[src/rtl/sc_pkg.sv]
package sc_pkg;
  localparam int XLEN   = 32;
  localparam int REG_AW = 5;

  localparam logic [5:0] OP_RTYPE = 6'h00;
  localparam logic [5:0] OP_JUMP  = 6'h02;
  localparam logic [5:0] OP_BEQ   = 6'h04;
  localparam logic [5:0] OP_LOAD  = 6'h23;
  localparam logic [5:0] OP_STORE = 6'h2B;

  localparam logic [5:0] FN_ADD = 6'h20;
  localparam logic [5:0] FN_SUB = 6'h22;
  localparam logic [5:0] FN_AND = 6'h24;
  localparam logic [5:0] FN_OR  = 6'h25;
  localparam logic [5:0] FN_SLT = 6'h2A;

  typedef enum logic [2:0] {
    ALU_ADD, ALU_SUB, ALU_AND, ALU_OR, ALU_SLT
  } alu_op_e;

  typedef struct packed {
    logic    reg_we;
    logic    dst_rd;
    logic    mem_to_reg;
    logic    mem_we;
    logic    use_imm;
    logic    is_beq;
    logic    is_jump;
    alu_op_e alu_op;
  } ctrl_t;

  function automatic logic [XLEN-1:0] sext16(input logic [15:0] v);
    return {{(XLEN-16){v[15]}}, v};
  endfunction

  function automatic logic [XLEN-1:0] alu_eval(input alu_op_e op,
                                               input logic [XLEN-1:0] a,
                                               input logic [XLEN-1:0] b);
    logic [XLEN-1:0] y;
    case (op)
      ALU_ADD: y = a + b;
      ALU_SUB: y = a - b;
      ALU_AND: y = a & b;
      ALU_OR:  y = a | b;
      ALU_SLT: y = {{(XLEN-1){1'b0}}, ($signed(a) < $signed(b))};
      default: y = '0;
    endcase
    return y;
  endfunction

  function automatic logic [XLEN-1:0] branch_dest(input logic [XLEN-1:0] pc4,
                                                  input logic [15:0] off);
    return pc4 + {sext16(off)[XLEN-3:0], 2'b00};
  endfunction

  function automatic logic [XLEN-1:0] jump_dest(input logic [XLEN-1:0] pc4,
                                                input logic [25:0] idx);
    return {pc4[XLEN-1:XLEN-4], idx, 2'b00};
  endfunction
endpackage

[src/rtl/sc_decode.sv]
module sc_decode
  import sc_pkg::*;
(
  input  logic [31:0]       instr,
  output ctrl_t             ctrl,
  output logic [REG_AW-1:0] rs,
  output logic [REG_AW-1:0] rt,
  output logic [REG_AW-1:0] rd,
  output logic [15:0]       imm,
  output logic [25:0]       jidx
);
  logic [5:0] opcode;
  logic [5:0] funct;
  logic       unused_shamt;

  assign opcode       = instr[31:26];
  assign funct        = instr[5:0];
  assign rs           = instr[25:21];
  assign rt           = instr[20:16];
  assign rd           = instr[15:11];
  assign imm          = instr[15:0];
  assign jidx         = instr[25:0];
  assign unused_shamt = ^instr[10:6];

  always_comb begin
    ctrl        = '0;
    ctrl.alu_op = ALU_ADD;
    case (opcode)
      OP_RTYPE: begin
        ctrl.dst_rd = 1'b1;
        ctrl.reg_we = 1'b1;
        case (funct)
          FN_ADD:  ctrl.alu_op = ALU_ADD;
          FN_SUB:  ctrl.alu_op = ALU_SUB;
          FN_AND:  ctrl.alu_op = ALU_AND;
          FN_OR:   ctrl.alu_op = ALU_OR;
          FN_SLT:  ctrl.alu_op = ALU_SLT;
          default: ctrl.reg_we = 1'b0;
        endcase
      end
      OP_LOAD: begin
        ctrl.reg_we     = 1'b1;
        ctrl.mem_to_reg = 1'b1;
        ctrl.use_imm    = 1'b1;
      end
      OP_STORE: begin
        ctrl.mem_we  = 1'b1;
        ctrl.use_imm = 1'b1;
      end
      OP_BEQ: begin
        ctrl.is_beq = 1'b1;
        ctrl.alu_op = ALU_SUB;
      end
      OP_JUMP: ctrl.is_jump = 1'b1;
      default: ;
    endcase
  end
endmodule

[src/rtl/sc_regfile.sv]
module sc_regfile #(
  parameter int DW = 32,
  parameter int AW = 5
) (
  input  logic          clk,
  input  logic          rst,
  input  logic          we,
  input  logic [AW-1:0] waddr,
  input  logic [DW-1:0] wdata,
  input  logic [AW-1:0] raddr_a,
  input  logic [AW-1:0] raddr_b,
  output logic [DW-1:0] rdata_a,
  output logic [DW-1:0] rdata_b
);
  localparam int DEPTH = 1 << AW;

  logic [DW-1:0] regs [DEPTH];

  always_ff @(posedge clk) begin
    if (rst) begin
      for (int i = 0; i < DEPTH; i++) regs[i] <= '0;
    end else if (we && (waddr != '0)) begin
      regs[waddr] <= wdata;
    end
  end

  assign rdata_a = (raddr_a == '0) ? '0 : regs[raddr_a];
  assign rdata_b = (raddr_b == '0) ? '0 : regs[raddr_b];
endmodule

[src/rtl/sc_alu.sv]
module sc_alu
  import sc_pkg::*;
(
  input  alu_op_e         op,
  input  logic [XLEN-1:0] a,
  input  logic [XLEN-1:0] b,
  output logic [XLEN-1:0] y,
  output logic            zero
);
  assign y    = alu_eval(op, a, b);
  assign zero = (y == '0);
endmodule

[src/rtl/sc_core.sv]
module sc_core
  import sc_pkg::*;
#(
  parameter logic [31:0] RESET_PC = 32'h0
) (
  input  logic        clk,
  input  logic        rst,
  output logic [31:0] imem_addr,
  input  logic [31:0] imem_data,
  output logic [31:0] dmem_addr,
  output logic [31:0] dmem_wdata,
  output logic        dmem_we,
  input  logic [31:0] dmem_rdata
);
  logic [XLEN-1:0]   pc_q;
  logic [XLEN-1:0]   pc_plus4;
  logic [XLEN-1:0]   pc_next;
  ctrl_t             ctrl;
  logic [REG_AW-1:0] rs_idx;
  logic [REG_AW-1:0] rt_idx;
  logic [REG_AW-1:0] rd_idx;
  logic [15:0]       imm16;
  logic [25:0]       jfield;
  logic [XLEN-1:0]   rs_val;
  logic [XLEN-1:0]   rt_val;
  logic [XLEN-1:0]   alu_b;
  logic [XLEN-1:0]   alu_y;
  logic              alu_zero;

  // Named events, visible to the bound checker
  logic              ev_reg_write;
  logic              ev_branch_taken;
  logic              ev_jump;
  logic [REG_AW-1:0] wb_addr;
  logic [XLEN-1:0]   wb_data;

  sc_decode u_dec (
    .instr (imem_data),
    .ctrl  (ctrl),
    .rs    (rs_idx),
    .rt    (rt_idx),
    .rd    (rd_idx),
    .imm   (imm16),
    .jidx  (jfield)
  );

  sc_regfile #(.DW(XLEN), .AW(REG_AW)) u_rf (
    .clk     (clk),
    .rst     (rst),
    .we      (ev_reg_write),
    .waddr   (wb_addr),
    .wdata   (wb_data),
    .raddr_a (rs_idx),
    .raddr_b (rt_idx),
    .rdata_a (rs_val),
    .rdata_b (rt_val)
  );

  assign alu_b = ctrl.use_imm ? sext16(imm16) : rt_val;

  sc_alu u_alu (
    .op   (ctrl.alu_op),
    .a    (rs_val),
    .b    (alu_b),
    .y    (alu_y),
    .zero (alu_zero)
  );

  assign pc_plus4        = pc_q + 32'd4;
  assign ev_jump         = ctrl.is_jump;
  assign ev_branch_taken = ctrl.is_beq & alu_zero;
  assign wb_addr         = ctrl.dst_rd ? rd_idx : rt_idx;
  assign wb_data         = ctrl.mem_to_reg ? dmem_rdata : alu_y;
  assign ev_reg_write    = ctrl.reg_we & ~rst;

  always_comb begin
    if (ev_jump)              pc_next = jump_dest(pc_plus4, jfield);
    else if (ev_branch_taken) pc_next = branch_dest(pc_plus4, imm16);
    else                      pc_next = pc_plus4;
  end

  always_ff @(posedge clk) begin
    if (rst) pc_q <= RESET_PC;
    else     pc_q <= pc_next;
  end

  assign imem_addr  = pc_q;
  assign dmem_addr  = alu_y;
  assign dmem_wdata = rt_val;
  assign dmem_we    = ctrl.mem_we & ~rst;
endmodule

[config.mk]
export PLATFORM = sky130hd
export DESIGN_NAME = sc_core
export DESIGN_NICKNAME = d
export VERILOG_FILES = /design/src/rtl/sc_pkg.sv /design/src/rtl/sc_decode.sv /design/src/rtl/sc_regfile.sv /design/src/rtl/sc_alu.sv /design/src/rtl/sc_core.sv
export SDC_FILE = /design/constraint.sdc
export NUM_CORES = 2
export LEC_CHECK = 0
export BUFFER_PORTS_ARGS = -buffer_cell sky130_fd_sc_hd__buf_2
export CORE_AREA = 2 2 386 388
export DETAILED_ROUTE_END_ITERATION = 10
export DIE_AREA = 0 0 388 390
export PLACE_DENSITY = 0.69
export SYNTH_ARGS = -nofsm -noshare
export SYNTH_HDL_FRONTEND = slang
export SYNTH_SLANG_ARGS = --single-unit
[constraint.sdc]
create_clock -name clk -period 20.5 [get_ports clk]
set_clock_uncertainty 0.05 [all_clocks]
set_input_delay 2.05 -clock clk [delete_from_list [all_inputs] [get_ports clk]]
set_output_delay 2.05 -clock clk [all_outputs]
set_load 0.02 [all_outputs]
Yosys cells after proc, flatten, opt, wreduce, memory -nomap -nowiden
Memory sizes are Yosys's and may differ from the RTL's.
Cells that the tools add are included.
{ "totals": {"register_bits": 32, "mem_bits_rw": 1024, "inputBits": 66, "out_inout_bits": 97, "wordCells": 64, "mem_count": 1} }
{ "op_classes": {"n_addsub": 4, "magnitude_cmp": 1, "eq_ne": 13, "n_mux": 26, "n_bitwise": 6, "n_reduce_logical": 11} }
{ "memory_table": {"columns": ["memory", "depth", "word_bits", "rd", "rd_ports_with_merged_regs", "wr", "line", "text"], "rows": [
  ["u_rf.regs", 32, 32, 2, 0, 32, "sc_regfile.sv:17", "logic [DW-1:0] regs [DEPTH];"]
]} }
{ "op_table": {"columns": ["cell", "n"], "rows": [
  ["$mux W32", 7],
  ["$pmux W32 S5", 1],
  ["$add A32 B32 Y32", 2],
  ["$eq A6 B6 Y1 const B", 7],
  ["$add A32 B3 Y32 const B", 1],
  ["$and A32 B32 Y32", 1],
  ["$logic_not A32 Y1", 1],
  ["$lt A32 B32 Y1", 1],
  ["$or A32 B32 Y32", 1],
  ["$reduce_or A32 Y1", 1],
  ["$sub A32 B32 Y32", 1],
  ["$mux W1", 13],
  ["$pmux W3 S4", 1],
  ["$logic_not A5 Y1", 2],
  ["$mux W5", 2],
  ["$eq A3 B2 Y1 const B", 2],
  ["$eq A6 B2 Y1 const B", 1],
  ["$eq A6 B3 Y1 const B", 1],
  ["$logic_not A6 Y1", 1],
  ["$pmux W3 S2", 1],
  ["$reduce_bool A5 Y1", 1],
  ["$reduce_or A5 Y1", 1],
  ["$reduce_or A2 Y1", 2],
  ["$and A1 B1 Y1", 3],
  ["6 further kinds", 6]
]} }

Depth between registers and ports, before layout
{ "logic_depth": {"ltp_word": 11, "mapped_depth": 28, "depth_no_buf": 21} }

Modules after synthesis
A second synthesis with hierarchy kept.
{ "hier_totals": {"cells_unflattened": 4943, "area_unflattened_um2": 64216.6} }
{ "modules_own_cells": {"columns": ["module", "n_inst", "cells_each", "area_each_um2", "seq_area_each_um2"], "rows": [
  ["sc_regfile", 1, 3502, 54253.3, 30749.5],
  ["sc_alu", 1, 804, 5228.8, 0.0],
  ["sc_core", 1, 557, 4149.0, 600.6],
  ["sc_decode", 1, 80, 585.6, 0.0]
]} }

Worst setup path after synthesis
Ideal clock, no wire load.
{ "synth_path": {"kind": "input-to-output", "start": "input imem_data[21]", "end": "output dmem_addr[31]", "arrival_ns": 8.053, "required_ns": 18.400, "setup_slack_ns": 10.347, "stages": 21, "path_buffers": 7, "path_cell_list": "clkbuf_1 > clkbuf_1 > clkbuf_1 > clkbuf_1 > clkbuf_1 > buf_1 > mux2i_1 > o22ai_1 > nor3_1 > nor3_1 > ha_1 > clkbuf_1 > nand4_1 > o211ai_1 > a31o_2 > nor2b_1 > a221oi_1 > o21ai_0 > o41ai_1 > xor2_1 > a21o_1"} }
{ "synth_via": {"elab_chain_cells": 4, "word_cells_on_any_way": 8, "cone_classes": "2 x add/sub; 2 x mux; 2 x bitwise; 1 x reduce/logical; 1 x memory"} }
{ "synth_rtl": {"columns": ["element", "line", "text"], "rows": [
  ["from (decl)", "sc_core.sv:9", "input logic [31:0] imem_data,"],
  ["$mem_v2 Z32 W32 / $logic_not A5 Y1 (equally long branches)", null, null],
  ["$mux W32 (*)", "sc_regfile.sv:27", "assign rdata_a = (raddr_a == '0) ? '0 : regs[raddr_a];"],
  ["$sub A32 B32 Y32, or another cell as far along", "sc_pkg.sv:42", "ALU_SUB: y = a - b;"],
  ["$pmux W32 S5 (*)", "sc_pkg.sv:40", "case (op)"],
  ["to (decl)", "sc_core.sv:10", "output logic [31:0] dmem_addr,"]
]} }
Every way passes the cells marked *; elsewhere a longest branch is shown, timed or not.

Worst setup path in the final report
{ "layout_path": {"start": "input imem_data[21]", "end": "output dmem_addr[30]"} }
The elaborated chain is that of the path after synthesis.

==> out/metrics.csv <==
metric,value,unit
status,finished with violations,
violations,max-capacitance violations,
vias,45546,
antenna_found_initial,7,
tritoncts,done,
syn_area_per_cell,12.7,sq um
synth_edf_count,1024,
ys_ff_latch,1054,
path_common_cell,nor3_1,
cts_buffer_depth,3,
grt_pass1_vias,44600,
whs_path_depth,3,
max_stage_delay,0.85,ns
drc_errors,0,
fmax,0.0846,GHz
ir_drop,0.0000636,V
async_flop_share,0,%
h-tree-depth,3,
powerDensity,87.0,mW/mm^2
hp-class,reg -> reg,
critPathLaunchType,input port,
insertion_delay,0.71,ns
final_cells,6858,
p_comb_share,25.8,%
drive_above_1_share,24.4,%
tightest_slew,1.46,ns
yosysTopAreaCell,edfxtp_1,
drv_slew,0,
cp.required,18.40,ns
seq_power_share,41.7,%
start_util,41.7,%
holdBufCountCts,0,
final_nets,5030,
critPathSlowestCell,buf_4,
cp-end-kind,output pin,
routed_wl,219000,um
cp_max_fo,85,
synth_cell_type_count,86,
ys_seq_area_share,51.1,%
fin_setup_tns,0,ns
yosys.area.top_type_share,50.1,%
r2r-end,imem_addr[31],
met3_length,32800,um
internal_power,0.00397,W
core-area,0.147,sq mm
maxCapViolCount,1,
clkPwrFrac,32.5,%
sw_frac_of_total,33.0,%
r2r-start,u_rf.regs[28][7],
cts_sinks,1054,
ios,163,
grt_pass1_wl,311000,um
p_switching,0.00196,W
fin_crit_sh,57.7,%
track_usage,28.3,%
hold_violations,0,
post_cts_resized,0,
worstSetupPathType,in -> out,
highest_layer,met5,
rsz0062_at_grt,false,
p_leak,24.7,nW
setup_viol,0,
gp_congestion,0.968,
cts_setup_buffers,0,
r2r_slack,12.49,ns
drtAntennaViolNets,0,
dpl.hpwl,137000,um
cpLargestDelayFamily,buffers and inverters,
drt-pass1-iter-count,7,
synth_common_cells,"nor2_1, edfxtp_1, mux4_2",
synth_area_leaders,"edfxtp_1, mux4_2, nor2_1",
fin_crit,11.82,ns
drt_iter0_drc,7435,
hp-start,imem_addr[15],
min_to,imem_addr[15],
vias_per_cell,6.64,
total_power,0.00593,W
netlist_instances,4839,
dpl.cell_count,6653,
rows,141,
cts_buffers,107,
cts-root-buf,clkbuf_16,
syn_area,0.0614,sq mm
dieHeight,390,um
routedWlPerCell,31.9,um
fin_util,46.3,%
worst_hold_slack,0.656,ns
path_clk_slew,0.06,ns
dr_wl_met2,97900,um
grt_max_degree,118,
ys.flop_type,edfxtp_1,
ys_warn_count,0,
grt_overflow,0,
yosysMostFrequentCell,nor2_1,
rr_worst_depth,18,
cp_cell_sequence,buf_8 > buf_12 > buf_4 > mux4_2 > mux2_2 > a22o_1 > nor3_1 > nor3_1 > ha_1 > or4_4 > or4_1 > a31oi_1 > o31a_1 > a41o_1 > xor2_1 > o21ai_0 > buf_2,
crit_buf_inv,4,
drt-met1-wl,74100,um
area_delta_synth_final,11.0,%
max_slew_margin,1.91,%
cp.arrival,9.72,ns
numPortBuffers,160,
dieArea,0.151,sq mm
fp.dieW,388,um
-- worst max path at each step --
stage                             start  depth (start not counted)       endpoint  slack, ns
after floorplan           imem_data[21]                         21  dmem_addr[31]      10.35
after global placement    imem_data[21]                         17  dmem_addr[30]       8.75
after detailed placement  imem_data[21]                         17  dmem_addr[30]       8.72
after CTS                 imem_data[21]                         17  dmem_addr[30]       8.70
after global routing      imem_data[21]                         20   dmem_addr[0]       8.36
final                     imem_data[21]                         17  dmem_addr[30]       8.68
-- per-stage QoR --
| stage | area [sq um] | worst slack (ns) |
|---|---|---|
| floorplan | 61500 | 10.35 |
| global placement | 64800 | 8.75 |
| detailed placement | 64800 | 8.72 |
| CTS | 68100 | 8.70 |
| global route | 68100 | 8.36 |
| finish | 68200 | 8.68 |
-- worst min-delay path: stages (launching register included) --
cell and delay [ns]:
dfxtp_1 0.36, xor2_1 0.11, nor2_1 0.11, a211oi_1 0.07
-- placed cells by master, fill, tap and decap left out, types with 23 or more instances in the layout --
cell / count
xnor2_1: 34
mux2i_4: 29
mux2i_1: 108
xor2_1: 23
nor2_1: 1154
edfxtp_1: 1024
a21o_1: 34
o21ai_0: 96
nand2_1: 147
clkbuf_1: 23
o22ai_1: 30
o221ai_1: 27
clkbuf_16: 110
a211oi_1: 38
conb_1: 34
ha_1: 129
buf_4: 147
buf_2: 152
nand3_1: 39
nand2_2: 55
dfxtp_1: 30
mux4_2: 562
mux2_2: 41
a221oi_1: 24
clkinv_1: 27
inv_1: 123
a21oi_1: 132
nor3_1: 116
-- power by group through the flow --
stage                     combinational, W  sequential [W]  clock [W]
after floorplan                   0.000913         0.00250          0
after global placement             0.00148         0.00251          0
after detailed placement           0.00148         0.00251          0
after CTS                          0.00149         0.00247    0.00193
after global routing               0.00158         0.00248    0.00201
final                              0.00153         0.00247    0.00192
-- flip-flops by register name (all words and copies together) (netlist names) --
signal	cells
u_rf.regs	1024
imem_addr	30
-- routing by layer --
layer | up-vias | track usage [%]
met2 | 3821 | 43.6
met4 | 10 | 15.4
met3 | 679 | 8.69
met1 | 22689 | 36.0
li1 | 18347 | -
met5 | - | 0
-- cells by family (layout without fill, tap and decap cells) --
kind of cell	Yosys count	in the layout	synth area share, %
xor gates and xnor gates	57	57	0.813
and+or+nand+nor	1677	1677	11.4
adders and majority gates	132	132	2.73
DFF	1054	1054	51.1
other	1	38	0.00611
muxes	743	743	23.7
buffers and inverters	583	635	3.63
AOI/OAI and AO/OA	592	592	6.66
-- area by class of cell --
class,count,area [sq um]
Clock buffer,134,2850
Tap cell,1930,2410
Fill cell,12903,79000
Inverter,125,469
Antenna cell,4,10.0
Multi-Input combinational cell,3235,28500
Clock inverter,67,529
Sequential cell,1054,31400
Timing Repair Buffer,309,2040
No activity file was read; power rests on OpenSTA's default activity.
